### config.mk
export PLATFORM = sky130hd
export DESIGN_NAME = dmc_cmd_csr
export DESIGN_NICKNAME = d
export VERILOG_FILES = /design/src/rtl/dmc_pkg.sv /design/src/rtl/dmc_wr_arb.sv /design/src/rtl/dmc_core.sv /design/src/rtl/dmc_rd_port.sv /design/src/rtl/dmc_steer.sv /design/src/rtl/dmc_cmd_csr.sv
export SDC_FILE = /design/constraint.sdc
export NUM_CORES = 1
export LEC_CHECK = 0
export ABC_CLOCK_PERIOD_IN_PS = 2200
export CORE_MARGIN = 4
export CORE_UTILIZATION = 44
export DETAILED_ROUTE_END_ITERATION = 12
export PLACE_DENSITY = 0.79
export SYNTH_ARGS = -nofsm -noshare
export SYNTH_HDL_FRONTEND = slang
export SYNTH_HIERARCHICAL = 1
export SYNTH_SLANG_ARGS = --single-unit
### constraint.sdc
create_clock -name clk -period 2.2 [get_ports clk]
set_input_delay 0.44 -clock clk [delete_from_list [all_inputs] [get_ports clk]]
set_output_delay 0.44 -clock clk [all_outputs]
set_load 0.05 [all_outputs]
### src/rtl/dmc_pkg.sv
package dmc_pkg;
  localparam int DW   = 32;
  localparam int NCPU = 2;

  // Bit positions decoded by software
  localparam int B_DONE  = 31;
  localparam int B_BUSY  = 30;
  localparam int B_OWNER = 16;
  localparam int B_ILV   = 14;
  localparam int B_F4    = 13;
  localparam int B_F3    = 12;
  localparam int B_CMDV  = 11;

  // Plain read/write storage: reserved fields plus steering controls
  localparam logic [DW-1:0] RW_MASK = 32'h3FFE_0000 | 32'h0000_8000 |
                                      32'h0000_7000 | 32'h0000_0400;

  typedef struct packed {
    logic          vld;
    logic          cpu;
    logic [DW-1:0] data;
  } dmc_wr_t;

  typedef struct packed {
    logic          done;
    logic          busy;
    logic          owner;
    logic          cmdv;
    logic [DW-1:0] cfg;
  } dmc_state_t;
endpackage

### src/rtl/dmc_wr_arb.sv
module dmc_wr_arb
  import dmc_pkg::*;
(
  input  logic            clk,
  input  logic            rst,
  input  logic [NCPU-1:0] wr_vld,
  input  logic [DW-1:0]   wr_data0,
  input  logic [DW-1:0]   wr_data1,
  output dmc_wr_t         sel
);
  logic          hold_vld;
  logic [DW-1:0] hold_data;

  // CPU0 first; a fresh CPU1 write supersedes a held one
  always_comb begin
    sel = '0;
    if (wr_vld[0]) begin
      sel.vld  = 1'b1;
      sel.cpu  = 1'b0;
      sel.data = wr_data0;
    end else if (wr_vld[1]) begin
      sel.vld  = 1'b1;
      sel.cpu  = 1'b1;
      sel.data = wr_data1;
    end else if (hold_vld) begin
      sel.vld  = 1'b1;
      sel.cpu  = 1'b1;
      sel.data = hold_data;
    end
  end

  always_ff @(posedge clk) begin
    if (rst) begin
      hold_vld  <= 1'b0;
      hold_data <= '0;
    end else if (wr_vld[0] && wr_vld[1]) begin
      hold_vld  <= 1'b1;
      hold_data <= wr_data1;
    end else if (!wr_vld[0]) begin
      hold_vld  <= 1'b0;
    end
  end
endmodule

### src/rtl/dmc_core.sv
module dmc_core
  import dmc_pkg::*;
(
  input  logic            clk,
  input  logic            rst,
  input  dmc_wr_t         sel,
  input  logic            cmp,
  input  logic [NCPU-1:0] rd_req,
  output dmc_state_t      st,
  output logic            start
);
  logic       acc;
  logic       go;
  dmc_state_t nx;

  always_comb begin
    acc = sel.vld && !(st.done && (sel.cpu != st.owner));
    go  = acc && sel.data[B_CMDV] && !st.busy;
    nx  = st;
    if (st.busy && cmp)                nx.done = 1'b1;
    else if (acc && sel.data[B_DONE])  nx.done = 1'b0;
    if (go)                            nx.busy = 1'b1;
    else if (cmp)                      nx.busy = 1'b0;
    if (go)                            nx.owner = sel.cpu;
    if (go)                            nx.cmdv = 1'b1;
    else if (|rd_req)                  nx.cmdv = 1'b0;
    if (acc)                           nx.cfg = sel.data & RW_MASK;
  end

  always_ff @(posedge clk) begin
    if (rst) begin
      st    <= '0;
      start <= 1'b0;
    end else begin
      st    <= nx;
      start <= go;
    end
  end
endmodule

### src/rtl/dmc_rd_port.sv
module dmc_rd_port
  import dmc_pkg::*;
(
  input  logic                     clk,
  input  logic                     rst,
  input  dmc_state_t               st,
  input  logic [NCPU-1:0]          rd_req,
  output logic [NCPU-1:0]          rd_vld,
  output logic [NCPU-1:0][DW-1:0]  rd_data
);
  logic [DW-1:0] word;

  always_comb begin
    word          = st.cfg;
    word[B_DONE]  = st.done;
    word[B_BUSY]  = st.busy;
    word[B_OWNER] = st.owner;
    word[B_CMDV]  = st.cmdv;
  end

  for (genvar c = 0; c < NCPU; c++) begin : g_port
    logic          is_owner;
    logic [DW-1:0] view;

    always_comb begin
      is_owner = (st.owner == c[0]);
      view     = word;
      if (!is_owner) begin
        view[B_DONE] = 1'b0;
        view[B_BUSY] = 1'b0;
      end
    end

    always_ff @(posedge clk) begin
      if (rst) begin
        rd_vld[c]  <= 1'b0;
        rd_data[c] <= '0;
      end else begin
        rd_vld[c] <= rd_req[c];
        if (rd_req[c]) rd_data[c] <= view;
      end
    end
  end
endmodule

### src/rtl/dmc_steer.sv
module dmc_steer
  import dmc_pkg::*;
#(
  parameter int AW      = 40,
  parameter int ILV_BIT = 6
) (
  input  logic          clk,
  input  logic          rst,
  input  logic [DW-1:0] cfg,
  input  logic [AW-1:0] addr,
  output logic          ovr3,
  output logic          ovr4
);
  logic hi;
  assign hi = addr[ILV_BIT];

  always_ff @(posedge clk) begin
    if (rst) begin
      ovr3 <= 1'b0;
      ovr4 <= 1'b0;
    end else begin
      ovr3 <= cfg[B_F3] | (cfg[B_ILV] &  hi);
      ovr4 <= cfg[B_F4] | (cfg[B_ILV] & ~hi);
    end
  end
endmodule

### src/rtl/dmc_cmd_csr.sv
module dmc_cmd_csr
  import dmc_pkg::*;
#(
  parameter int AW      = 40,
  parameter int ILV_BIT = 6
) (
  input  logic          clk,
  input  logic          rst,
  input  logic [1:0]    cpu_wr,
  input  logic [31:0]   cpu_wdata0,
  input  logic [31:0]   cpu_wdata1,
  input  logic [1:0]    cpu_rd,
  output logic [1:0]    cpu_rvld,
  output logic [31:0]   cpu_rdata0,
  output logic [31:0]   cpu_rdata1,
  input  logic          mv_done,
  input  logic [AW-1:0] xfer_addr,
  output logic          mv_start,
  output logic          adr3_force,
  output logic          adr4_force
);
  dmc_wr_t                   sel;
  dmc_state_t                st;
  logic [NCPU-1:0][DW-1:0]   rdata;

  dmc_wr_arb u_arb (
    .clk(clk), .rst(rst), .wr_vld(cpu_wr),
    .wr_data0(cpu_wdata0), .wr_data1(cpu_wdata1), .sel(sel)
  );

  dmc_core u_core (
    .clk(clk), .rst(rst), .sel(sel), .cmp(mv_done),
    .rd_req(cpu_rd), .st(st), .start(mv_start)
  );

  dmc_rd_port u_rd (
    .clk(clk), .rst(rst), .st(st), .rd_req(cpu_rd),
    .rd_vld(cpu_rvld), .rd_data(rdata)
  );

  dmc_steer #(.AW(AW), .ILV_BIT(ILV_BIT)) u_steer (
    .clk(clk), .rst(rst), .cfg(st.cfg), .addr(xfer_addr),
    .ovr3(adr3_force), .ovr4(adr4_force)
  );

  assign cpu_rdata0 = rdata[0];
  assign cpu_rdata1 = rdata[1];
endmodule

After elaboration in Yosys (flattened, before gate mapping). Cells that the tools add are included.

$add $sub $neg: 0. $mul: 0. Divide/modulo/power cells: 0. Magnitude comparators: 0. Equal/unequal tests: 2. Shift-type cells: 0. Mux-type cells: 13. Bitwise logic cells: 5. Reduce and logical (&&, ||, !) cells: 13.

Operators with widths (number): 34-bit two-way mux (3); 1-bit two-way mux (8); 1-bit logical AND (7); 2-bit nonzero test (3); 2-bit two-way mux (2); 1-bit bitwise AND (2); 1-bit zero test (2); 2-bit by 1-bit inequality test with 1-bit output (second input constant) (1); 1-bit bitwise OR (2); 2-bit OR reduction (1); 1-bit inequality test (1); 1-bit NOT (1).

Register bits: 104. Latch bits: 0. RAM bits: 0. Memory bits (read-only): 0. Bits of input ports: 111. Logic and storage cells: 47. Memories: 0.

Depth between registers and ports, before layout. Gate-level depths: netlist of run 1.

Depth after elaboration: 10. Depth in mapped cells: 8. Mapped depth without buffers: 5.

Cells and area by module. Netlist of run 1, hierarchy kept.

Modules (own cells, without submodules): dmc_rd_port (times used 1, cells each 215, area each 2429.8 µm², seq. area each 1321.3 µm²); dmc_wr_arb (times used 1, cells each 298, area each 2309.7 µm², seq. area each 660.6 µm²); dmc_core (times used 1, cells each 165, area each 1418.9 µm², seq. area each 460.4 µm²); dmc_steer (times used 1, cells each 7, area each 67.6 µm², seq. area each 40.0 µm²).

Worst setup path before layout of run 1. OpenSTA, ideal clock, no wires.

Path type: input port to flip-flop. Start: in cpu_wr[1]. End: reg u_core/st[26] (netlist name). Data arrival time: 1804 ps. Setup slack: 260 ps. Cell stages on the path: 8. Path through: buf_6 -> buf_6 -> or3_1 -> nor2b_1 -> buf_2 -> buf_2 -> a31oi_1 -> o311ai_2.

RTL lines: from (decl) (RTL line dmc_cmd_csr.sv:9) `input logic [1:0] cpu_wr,`.

Worst setup path after layout of run 1.
Start: reg u_rd/rd_data[62] (netlist bit). End: out cpu_rdata1[30].

RTL lines: from (decl) (RTL line dmc_rd_port.sv:9) `output logic [NCPU-1:0][DW-1:0] rd_data`; from (signal, indexed assignment) (RTL line dmc_rd_port.sv:40) `if (rd_req[c]) rd_data[c] <= view;`; to (decl) (RTL line dmc_cmd_csr.sv:15) `output logic [31:0] cpu_rdata1,`.

No word-level cell between the ends.

==> results of run 1 <==
-- power by group through the flow --
stage | Sequential [mW] | Clock, mW | Combinational (mW)
detailed placement | 2.34 | 0 | 1.06
finish | 2.29 | 1.71 | 1.06
global placement | 2.33 | 0 | 1.04
global route | 2.31 | 1.84 | 1.14
CTS | 2.29 | 1.77 | 1.07
floorplan | 2.58 | 0 | 0.513
-- worst min path at each step --
stage	endpoint	slack [ps]	cells past startpoint
3_3_place_gp	u_rd/rd_data[62]	460	2
3_5_place_dp	u_rd/rd_data[30]	460	2
4_1_cts	u_rd/rd_data[30]	470	2
5_1_grt	u_rd/rd_data[30]	490	2
6_report	u_rd/rd_data[30]	470	2
2_1_floorplan	u_core/st[32]	450	2
-- area by class of cell --
| cell class | count | area [sq um] |
|---|---|---|
| Clock buffer | 11 | 233 |
| Clock inverter | 5 | 81.3 |
| Fill cell | 1063 | 5350 |
| Inverter | 2 | 7.51 |
| Multi-Input combinational cell | 400 | 2650 |
| Sequential cell | 112 | 2240 |
| Tap cell | 168 | 210 |
| Timing Repair Buffer | 126 | 1290 |
-- flip-flops by register name, indices dropped and copies added (netlist names) --
signal / flops
u_arb/hold_data: 20
u_arb/hold_vld: 1
u_core/st: 22
u_core/start: 1
u_rd/rd_data: 64
u_rd/rd_vld: 2
u_steer/ovr3: 1
u_steer/ovr4: 1
-- per-layer routing --
| metal | vias to the layer above | routed length (um) | track usage |
|---|---|---|---|
| li1 | 2176 | - | - |
| met1 | 2036 | 5760 | 0.228 |
| met2 | 123 | 5960 | 0.280 |
| met3 | 8 | 602 | 0.0394 |
| met4 | 0 | 110 | 0.0521 |
| met5 | - | 0 | 0 |
-- per-stage QoR --
step / setup TNS (ps) / power [mW] / std cells / hold slack [ps] / setup WS, ps
5_1_grt: 0 / 5.29 / 824 / 491 / 136
4_1_cts: 0 / 5.12 / 824 / 473 / 215
3_3_place_gp: 0 / 3.36 / 808 / 458 / 86.0
2_1_floorplan: 0 / 3.09 / 594 / 449 / 271
6_report: 0 / 5.07 / 824 / 468 / 237
3_5_place_dp: -13.1 / 3.40 / 808 / 461 / -13.1
-- placed cells by master (no fill, tap or decap) --
cell / n
a211o_1: 1
a21bo_2: 20
a21oi_1: 66
a21oi_2: 3
a31oi_1: 18
and4bb_2: 1
buf_12: 6
buf_2: 4
buf_4: 5
bufinv_16: 2
clkbuf_1: 2
clkbuf_16: 9
clkdlybuf4s50_1: 111
clkinv_1: 1
clkinv_2: 1
clkinv_4: 1
clkinvlp_4: 1
conb_1: 10
dfxtp_1: 112
inv_1: 1
mux2i_1: 61
nand2_1: 22
nand2b_1: 2
nand2b_2: 4
nand3_1: 22
nand3b_1: 20
nand3b_2: 2
nand4b_1: 18
nor2_1: 66
nor2b_1: 23
nor3b_1: 19
o21ai_0: 1
o311ai_0: 6
o311ai_1: 11
o311ai_2: 1
or3_1: 1
xnor2_2: 1
xor2_1: 1
==> results_dict.tcl, run 1 <==
set metrics [dict create \
    p_comb_frac 0.210 \
    drt-initial-drc-count 330 \
    drive_above_1_share 0.0930 \
    crit_path_max_incr_delay_ps 820 \
    p_leak_nw 2.49 \
    crit_required_ps 1760 \
    crit_buf_inv 1 \
    p_sw_frac 0.288 \
    ant_nets 0 \
    die_h_um 119 \
    fin_nets 762 \
    reg2reg_depth 4 \
    skew_ps 5.80 \
    drt_first_pass_iters 5 \
    switching_power_mw 1.46 \
    antenna_cells 0 \
    drt-wirelength-per-cell_um 15.1 \
    synth_cells 585 \
    dp_hpwl_um 8550 \
    gp_congestion 0.800 \
    cp_top_family "buffers and inverters" \
    clock_sinks 112 \
    syn_area_sq_um 5430 \
    io_pins 180 \
    setup_viol 0 \
    cts-root-buf "clkbuf_16" \
    slew_violations 0 \
    cts_buffers 9 \
    grt_first_pass_wirelength_um 20100 \
    grt_usage 0.172 \
    grt_pass1_vias 4055 \
    power.share.sequential 0.452 \
    p_clk_frac 0.338 \
    final_hold_viol_count 0 \
    core_sq_um 12100 \
    io_buffers 116 \
    cts_max_path_buffers 2 \
    cp-endpoint "cpu_rdata1[30]" \
    antenna_found_initial 0 \
    fin_crit_ps 1960 \
    cts_tree "done" \
    dieWidth_um 119 \
    initial_core_util 0.450 \
    die_area_sq_um 14200 \
    ctsResizeCount 0 \
    viasPerCell 5.27 \
    area_growth_pct 23.5 \
    rr_endpoint "u_core/st[21]" \
    fmax_mhz 509 \
    critical_path_class "flop to output pin" \
    postPlaceCellArea_sq_um 6390 \
    relSlewSlack 0.116 \
    insertion_delay_ps 340 \
    cts_hold_buffers 0 \
    layout_worst_path_cycle_share 0.892 \
    std_cell_rows 40 \
    max-cap-violations 0 \
    p_int_mw 3.61 \
    start_kind "flop" \
    grt_max_degree 149 \
    cts_setup_buffers 0 \
    min_from "u_rd/rd_data[30]" \
    syn_area_per_cell_sq_um 9.28 \
    rsz0062_at_grt "no" \
    worstSetupPathDepth 1 \
    yosys_warnings 6 \
    wirelength_um 12400 \
    grt_overflow 0 \
    clk_pin_slew_worst_paths_ps 70 \
    hold_path_class "flop to flop" \
    ir_worst_vdd_uv 395 \
    reg2reg_slack_ps 250 \
    worstMarginPinSlew_ps 1320 \
    cp_cell_sequence "clkdlybuf4s50_1" \
    cp-startpoint "u_rd/rd_data[62]" \
    power_density_nw_per_um2 755 \
    num_vias 4343 \
    worstPathArrival_ps 1520 \
    final_area_sq_um 6710 \
    outcome "finished clean" \
    crit_path_end_kind "output pin" \
    reg2reg_from "u_arb/hold_vld" \
    final_util 0.556 \
    cp_slowest_cell "clkdlybuf4s50_1" \
    drc 0 \
    crit_fanout 2 \
    htreeDepth 3 \
]
Power figures use the tool's default switching activity.
==> run 2, diff against run 1 <==
- PLACE_DENSITY: 0.79 -> 0.73
==> results_dict.tcl, run 2 (synthesized netlist as in run 1, its figures left out) <==
set metrics [dict create \
    grt_usage 0.175 \
    skew_ps 8.03 \
    ir_worst_vdd_uv 485 \
    fin_nets 762 \
    worstPathArrival_ps 2240 \
    cp_cell_sequence "or3_1, nor2b_1, a31oi_1, o311ai_0" \
    gr-usage-met3 0.0408 \
    insertion_delay_ps 340 \
    io_pins 180 \
    crit_path_end_kind "flop" \
    crit_required_ps 2440 \
    die_area_sq_um 14200 \
    cts_max_path_buffers 2 \
    die_h_um 119 \
    clk_pin_slew_worst_paths_ps 80 \
    fill_cells 1090 \
    final_hold_viol_count 0 \
    area_growth_pct 24.1 \
    grt_max_degree 149 \
    drt-initial-drc-count 326 \
    power_density_nw_per_um2 773 \
    cts-root-buf "clkbuf_16" \
    core_sq_um 12100 \
    top_regs "u_rd/rd_data: 64 flops, u_core/st: 22 flops, u_arb/hold_data: 20 flops" \
    worstMarginPinSlew_ps 1390 \
    grt_util_met1 0.221 \
    hold_path_class "flop to flop" \
    fmax_mhz 499 \
    grt_pass1_vias 4196 \
    crit_path_max_incr_delay_ps 1080 \
    start_kind "flop" \
    grt_use_met2 0.296 \
    num_vias 4383 \
    rsz0062_at_grt "no" \
    whs_ps 474 \
    dieWidth_um 119 \
    drt_first_pass_iters 5 \
    final_common_cell "dfxtp_1" \
    grt_overflow 0 \
    crit_buf_inv 0 \
    cts_setup_buffers 0 \
    critical_path_class "flop to flop" \
    top_register "u_rd/rd_data" \
    std_cell_rows 40 \
    ctsResizeCount 0 \
    cts_buffers 9 \
    outcome "finished clean" \
    cp_slowest_cell "nor2b_1" \
    setup_viol 0 \
    relSlewSlack 0.0682 \
    layout_worst_path_cycle_share 0.911 \
    cts_tree "done" \
    largest_reg_flops 64 \
    p_leak_nw 2.51 \
    slew_violations 0 \
    grt_first_pass_wirelength_um 20700 \
    fin_crit_ps 2000 \
    viasPerCell 5.32 \
    dp_hpwl_um 8490 \
    crit_fanout 18 \
    grt-busiest-layer "met2" \
    cts_hold_buffers 0 \
    antenna_cells 0 \
    setup_tns_ps 0 \
    ant_nets 0 \
    initial_core_util 0.450 \
    drc 0 \
    cp_top_family "simple AND/OR/NAND/NOR gates" \
    max-cap-violations 0 \
    mostFrequentLayoutCells "dfxtp_1 (112), clkdlybuf4s50_1 (111), a21oi_1 (66), nor2_1 (66), mux2i_1 (61)" \
    drive_above_1_share 0.0945 \
    drt-wirelength-per-cell_um 15.5 \
    clock_sinks 112 \
    htreeDepth 3 \
    antenna_found_initial 0 \
    wirelength_um 12700 \
    io_buffers 116 \
    gp_congestion 0.803 \
]
==> run 2: changes by cell type in the layout (fill, tap and decap cells not counted), sizes merged <==
| cell | previous run | this run |
|---|---|---|
| bufinv | 2 | 3 |
| clkinvlp | 1 | 0 |
==> run 2: worst paths after layout <==
check	startpoint	to	slack, ps	cells past startpoint
hold / removal	u_rd/rd_data[31]	u_rd/rd_data[31]	470	2
setup / recovery	u_arb/hold_vld	u_core/st[15]	200	4
hold reg to reg	u_rd/rd_data[31]	u_rd/rd_data[31]	470	2
setup reg to reg	u_arb/hold_vld	u_core/st[15]	200	4
==> run 2: routing by layer <==
layer	share of wire	wire length, um
met1	0.43	5470
met2	0.50	6400
met3	0.048	613
met4	0.019	248
met5	0	0
==> run 2: layout make-up <==
| class | instances | area (sq um) | area share |
|---|---|---|---|
| Clock buffer | 11 | 243 | 0.0360 |
| Clock inverter | 5 | 104 | 0.0154 |
| Inverter | 2 | 7.51 | 0.00111 |
| Multi-Input combinational cell | 400 | 2650 | 0.392 |
| Sequential cell | 112 | 2240 | 0.333 |
| Tap cell | 168 | 210 | 0.0312 |
| Timing Repair Buffer | 126 | 1290 | 0.191 |
==> run 2: metrics by stage <==
step                      power, mW  area (sq um)  setup WS [ps]  utilization  std cells
after floorplan                3.09          5460            271            -        594
after global placement         3.37          6390           90.9        0.530        808
after detailed placement       3.40          6390           24.0        0.530        808
after CTS                      5.26          6740            233        0.559        824
after global routing           5.45          6740           71.9        0.559        824
final                          5.21          6740            195        0.559        824
==> run 2: worst register-to-register path, cell delays in order (launching register included) <==
cell and delay [ps]:
dfxtp_1 330, or3_1 130, nor2b_1 1080, a31oi_1 230
o311ai_0 140
==> run 2: where the power goes <==
part	internal, mW	total [mW]	switching [mW]
Sequential	2.17	2.28	0.110
Clock	1.14	1.86	0.713
Combinational	0.433	1.07	0.637
Total	3.75	5.21	1.46
